===== src/rtl/dtone_pkg.sv =====
package dtone_pkg;
   localparam int NPATH = 2;

   typedef struct packed {
      logic tone;
      logic rev;
      logic lo_quiet;
      logic hi_quiet;
   } path_flags_t;
endpackage


===== src/rtl/dtone_qual.sv =====
// Per-path qualifier: counts consecutive tone samples, remembers a reversal.
module dtone_qual #(
   parameter int LONG_TICKS  = 8000,
   parameter int SHORT_TICKS = 3200
) (
   input  logic clk,
   input  logic rst_n,
   input  logic tick,
   input  logic dur_only,
   input  logic tone,
   input  logic rev,
   output logic qual
);
   localparam int CW = $clog2(LONG_TICKS + 1);
   localparam logic [CW-1:0] LONG_C  = CW'(LONG_TICKS);
   localparam logic [CW-1:0] SHORT_C = CW'(SHORT_TICKS);

   logic [CW-1:0] run_cnt;
   logic [CW-1:0] run_inc;
   logic [CW-1:0] need;
   logic          rev_seen;

   // run length including the current sample, saturating at the long window
   assign run_inc = (run_cnt == LONG_C) ? run_cnt : run_cnt + 1'b1;
   assign need    = dur_only ? SHORT_C : LONG_C;
   assign qual    = tick & tone & (run_inc >= need) & (dur_only | rev_seen | rev);

   always_ff @(posedge clk or negedge rst_n) begin
      if (!rst_n) begin
         run_cnt  <= '0;
         rev_seen <= 1'b0;
      end else if (tick) begin
         if (tone) begin
            run_cnt  <= run_inc;
            rev_seen <= rev_seen | rev;
         end else begin
            run_cnt  <= '0;
            rev_seen <= 1'b0;
         end
      end
   end
endmodule


===== src/rtl/dtone_release.sv =====
// Release timer: consecutive all-quiet samples while the status is held.
module dtone_release #(
   parameter int REL_TICKS = 3200
) (
   input  logic clk,
   input  logic rst_n,
   input  logic tick,
   input  logic armed,
   input  logic quiet,
   output logic done
);
   localparam int CW = $clog2(REL_TICKS + 1);
   localparam logic [CW-1:0] REL_C = CW'(REL_TICKS);

   logic [CW-1:0] q_cnt;
   logic [CW-1:0] q_inc;

   assign q_inc = (q_cnt == REL_C) ? q_cnt : q_cnt + 1'b1;
   assign done  = tick & armed & quiet & (q_inc >= REL_C);

   always_ff @(posedge clk or negedge rst_n) begin
      if (!rst_n)
         q_cnt <= '0;
      else if (!armed)
         q_cnt <= '0;
      else if (tick)
         q_cnt <= quiet ? q_inc : '0;
   end
endmodule


===== src/rtl/dtone_irq.sv =====
// Latched interrupt request; a new event wins over an acknowledge.
module dtone_irq (
   input  logic clk,
   input  logic rst_n,
   input  logic evt,
   input  logic ack,
   output logic irq_n
);
   logic pend;

   always_ff @(posedge clk or negedge rst_n) begin
      if (!rst_n)
         pend <= 1'b0;
      else if (evt)
         pend <= 1'b1;
      else if (ack)
         pend <= 1'b0;
   end

   assign irq_n = ~pend;
endmodule


===== src/rtl/dtone_ctrl.sv =====
module dtone_ctrl #(
   parameter int LONG_TICKS  = 8000,
   parameter int SHORT_TICKS = 3200,
   parameter int REL_TICKS   = 3200
) (
   input  logic clk,
   input  logic rst_n,
   input  logic smp_tick,
   input  logic dur_only_mode,
   input  logic auto_mode,
   input  logic irq_ack,
   input  logic rx_tone,
   input  logic rx_rev,
   input  logic rx_lo_quiet,
   input  logic rx_hi_quiet,
   input  logic tx_tone,
   input  logic tx_rev,
   input  logic tx_lo_quiet,
   input  logic tx_hi_quiet,
   output logic det_status,
   output logic irq_n,
   output logic bypass_req
);
   import dtone_pkg::*;

   if (SHORT_TICKS < 1 || LONG_TICKS < SHORT_TICKS || REL_TICKS < 1) begin : g_bad_param
      $error("dtone_ctrl: need 1 <= SHORT_TICKS <= LONG_TICKS and REL_TICKS >= 1");
   end

   path_flags_t       flags [NPATH];
   logic [NPATH-1:0]  path_qual;
   logic [NPATH-1:0]  path_quiet;
   logic              all_quiet;
   logic              rel_done;
   logic              status_q;
   logic              status_nx;

   assign flags[0] = '{tone: rx_tone, rev: rx_rev, lo_quiet: rx_lo_quiet, hi_quiet: rx_hi_quiet};
   assign flags[1] = '{tone: tx_tone, rev: tx_rev, lo_quiet: tx_lo_quiet, hi_quiet: tx_hi_quiet};

   for (genvar p = 0; p < NPATH; p++) begin : g_path
      dtone_qual #(
         .LONG_TICKS  (LONG_TICKS),
         .SHORT_TICKS (SHORT_TICKS)
      ) u_qual (
         .clk      (clk),
         .rst_n    (rst_n),
         .tick     (smp_tick),
         .dur_only (dur_only_mode),
         .tone     (flags[p].tone),
         .rev      (flags[p].rev),
         .qual     (path_qual[p])
      );
      assign path_quiet[p] = flags[p].lo_quiet & flags[p].hi_quiet;
   end

   assign all_quiet = &path_quiet;

   dtone_release #(
      .REL_TICKS (REL_TICKS)
   ) u_rel (
      .clk   (clk),
      .rst_n (rst_n),
      .tick  (smp_tick),
      .armed (status_q),
      .quiet (all_quiet),
      .done  (rel_done)
   );

   // qualification has priority over release
   always_comb begin
      status_nx = status_q;
      if (|path_qual)
         status_nx = 1'b1;
      else if (rel_done)
         status_nx = 1'b0;
   end

   always_ff @(posedge clk or negedge rst_n) begin
      if (!rst_n)
         status_q <= 1'b0;
      else
         status_q <= status_nx;
   end

   dtone_irq u_irq (
      .clk   (clk),
      .rst_n (rst_n),
      .evt   (status_nx ^ status_q),
      .ack   (irq_ack),
      .irq_n (irq_n)
   );

   assign det_status = status_q;
   assign bypass_req = status_q & auto_mode;
endmodule


===== config.mk =====
export PLATFORM = sky130hd
export DESIGN_NAME = dtone_ctrl
export DESIGN_NICKNAME = d
export VERILOG_FILES = /design/src/rtl/dtone_pkg.sv /design/src/rtl/dtone_qual.sv /design/src/rtl/dtone_release.sv /design/src/rtl/dtone_irq.sv /design/src/rtl/dtone_ctrl.sv
export SDC_FILE = /design/constraint.sdc
export NUM_CORES = 1
export LEC_CHECK = 0
export BUFFER_PORTS_ARGS = -buffer_cell sky130_fd_sc_hd__buf_4
export CORE_UTILIZATION = 45
export CTS_CLUSTER_SIZE = 30
export DETAILED_ROUTE_END_ITERATION = 16
export PLACE_DENSITY = 0.7
export SLEW_MARGIN = 25
export SYNTH_ARGS = -nofsm -noshare
export SYNTH_HDL_FRONTEND = slang
export SYNTH_HIERARCHICAL = 1
export SYNTH_SLANG_ARGS = --single-unit
export TNS_END_PERCENT = 20

===== constraint.sdc =====
create_clock -name clk -period 5.4 [get_ports clk]
set_input_delay 0.81 -clock clk [delete_from_list [all_inputs] [get_ports clk]]
set_output_delay 0.81 -clock clk [all_outputs]
set_load 0.1 [all_outputs]

==> results.ini <==
[run_status]
status = completed

[timing]
max_freq_ghz = 0.317
rsz0062_at_grt = no
drv_slew = 0
fin_worst_skew_ns = 0.00907
relSlewSlack_pct = 54.9
min_period_ns = 3.15
hold_viol_final = 0
worst_slew_pin_slew_ns = 0.675
post-route-period-util_pct = 58.4
tns_ns = 0
finalSetupViolations = 0

[clock_tree]
clkTransAtPathRegs_ns = 0.09
clockBufferDepth = 2
hold_buffers = 0
cts_tree = done
clk_latency_ns = 0.29
h-tree-depth = 2
root_buffer = clkbuf_8
cts_made_buffers = 5
postCtsSetupBuffers = 0
cts_resized = 0
cts_sinks = 42

[grt]
grt_max_degree = 43
antenna_found_initial = 0
grtUsageTotal_pct = 21.1
gr-total-overflow = 0
grt_pass1_wl_mm = 12.3
grt_pass1_vias = 2662

[synthesis]
synthTopCellsByArea = dfrtp_1 34%, ha_1 6.4%, o21ai_0 5.8%
synth-seq-cells = 42
async_reset_ff_share_pct = 100
synthTopCellsByCount = 42 x dfrtp_1, 36 x o21ai_0, 29 x inv_1, 26 x nand2_1, 25 x nor2_1
synth_warnings = 6
synth_top_area_share_pct = 33.8
synth_edf_count = 0
synth_area_um2 = 3110
synth_compound_area_share_pct = 22.0
synth_most_common_cell = dfrtp_1
ys_types = 64
synthXorXnorAreaFrac_pct = 4.79
synthSimpleGateAreaFrac_pct = 25.1
avgSynthCellArea_um2 = 8.53
synth-main-ff-cell = dfrtp_1
ys_seq_area_share_pct = 33.8
yosys.area.top_type = dfrtp_1
synthMuxAreaShare_pct = 0.967
syn_nets = 394
netlist_instances = 364
synthAdderAreaFrac_pct = 6.45
synth_top_family_by_area = simple AND/OR/NAND/NOR gates

[critical_path]
end_kind = flip-flop
r2r_cells = 12
crit_start = g_path[0].u_qual/run_cnt[0]
critPathTopFamily = compound AO/OA/AOI/OAI gates
crit_path_max_incr_delay_ns = 0.50
crit_chain = ha_1 > nand3_1 > nor2_1 > xor2_1 > ha_1 > nand3b_1 > a2111oi_0 > o2111ai_1 > a32oi_1 > nor2_2 > mux2i_1 > o21bai_2
r2r_start = g_path[0].u_qual/run_cnt[0]
setup.worst_path.end = u_irq/pend
critPathRequiredTime_ns = 5.58
r2r_setup_slack_ns = 2.25
cp_slowest_cell = dfrtp_1
arrival_ns = 3.33
critPathBufInv = 0
worstSetupPathType = flip-flop to flip-flop
cp-start-kind = flip-flop
cpMostUsedCell = ha_1
worstPathMaxFanout = 10
r2r-end = u_irq/pend
crit_cells = 12

[die]
rows = 29
io_pins = 17
core_area_um2 = 6490
die_h_um = 85.1
dieArea_um2 = 7240
initial_core_util_pct = 47.8
die_w_um = 85.1

[pwr]
power.leakage_nw = 1.43
ir_drop_v = 0.000118
p_per_area_nw_per_um2 = 216

[placement]
io_buffers = 16
gp_congestion = 0.901
post-place-cells = 438
dp_hpwl_mm = 5.03

[finish]
final-seq-area_um2 = 1050
nets = 398
stdcell_count = 446
diodes = 0
nFillCells = 588
multi_input_comb_area_um2 = 1840
area_growth_syn_to_layout_pct = 8.14
layout-drive-gt1-share_pct = 11.1

[flow_run]
max_cap_viol_count = 0

[drt]
vias = 2782
antenna_left = 0
viasPerCell = 6.24
drt_wl_total_mm = 7.10
firstDrtPassIters = 5
drt_iter0_drc = 229
drcViolationCount = 0
wl_per_cell_um = 15.9

[min_path]
min_path_type = primary input to asynchronous set/reset pin

[final cells by class]
type | count | area share [%]
inverter | 29 | 3.24
timing repair buffer | 16 | 3.58
sequential | 42 | 31.3
multi-input combinational | 274 | 54.8
clock inverter | 2 | 1.79
clock buffer | 6 | 2.46
tap | 77 | 2.87
[power by group]
group	internal (mW)	switching [mW]
Sequential	0.321	0.0115
Combinational	0.0310	0.0498
Clock	0.197	0.114
Total	0.550	0.175
[stage by stage]
step	total power [mW]	hold slack [ns]	util (%)	setup slack (ns)	cell area, um2
after floorplan	0.391	0.474	-	2.74	3110
after global placement	0.418	0.499	49.5	2.50	3220
after detailed placement	0.419	0.508	49.5	2.25	3220
after CTS	0.731	0.515	51.7	2.22	3360
after global routing	0.758	0.539	51.7	1.84	3360
final	0.725	0.496	51.7	2.25	3360
[routing by layer]
metal  global-route usage (%)  up-vias  wire length [um]
met5                        0        -                 0
met4                     6.47        0                83
met3                     3.21       10               387
met2                     34.0       91              3300
met1                     29.4     1323              3330
li1                         -     1358                 -
[worst min-delay path by stage]
stage	start	slack, ns	end
6_report	rst_n	0.50	g_path[0].u_qual/run_cnt[0]
4_1_cts	rst_n	0.52	u_rel/q_cnt[10]
3_5_place_dp	u_irq/pend	0.51	u_irq/pend
2_1_floorplan	u_rel/q_cnt[6]	0.47	u_rel/q_cnt[6]
5_1_grt	rst_n	0.54	u_rel/q_cnt[10]
3_3_place_gp	u_irq/pend	0.50	u_irq/pend
[layout by cell type, fill, tap and decap left out, types with 3 or more instances in the layout]
cell      count
xor2_1        7
inv_1        29
and2_1        3
ha_1         16
xnor2_1      10
buf_4        16
nand2_1      26
nand3_1      19
nor4_1        6
a21oi_1      15
and3_2        3
a22o_1        8
nor3_1        7
o31a_1        4
dfrtp_1      42
nor2_1       25
a31oi_1       5
nand3b_1      3
nand4_1      12
o21ai_0      36
mux2i_1       3
o31ai_1       7
and4_1        3
clkbuf_8      6
o41ai_1       6
and3_1        4
[flip-flops by register name, indices dropped and copies added, names as in the netlist]
| register | flops |
|---|---|
| g_path.u_qual/run_cnt | 26 |
| u_rel/q_cnt | 12 |
| g_path.u_qual/rev_seen | 2 |
| det_status | 1 |
| u_irq/pend | 1 |
[logic make-up after synthesis]
| kind of cell | count (synthesis) |
|---|---|
| DFF | 42 |
| buffers and inverters | 48 |
| adders and majority gates | 16 |
| xor gates and xnor gates | 17 |
| muxes | 3 |
| and+or+nand+nor | 134 |
| AOI/OAI and AO/OA | 104 |
Note: power is estimated with default switching activity, not from simulation.
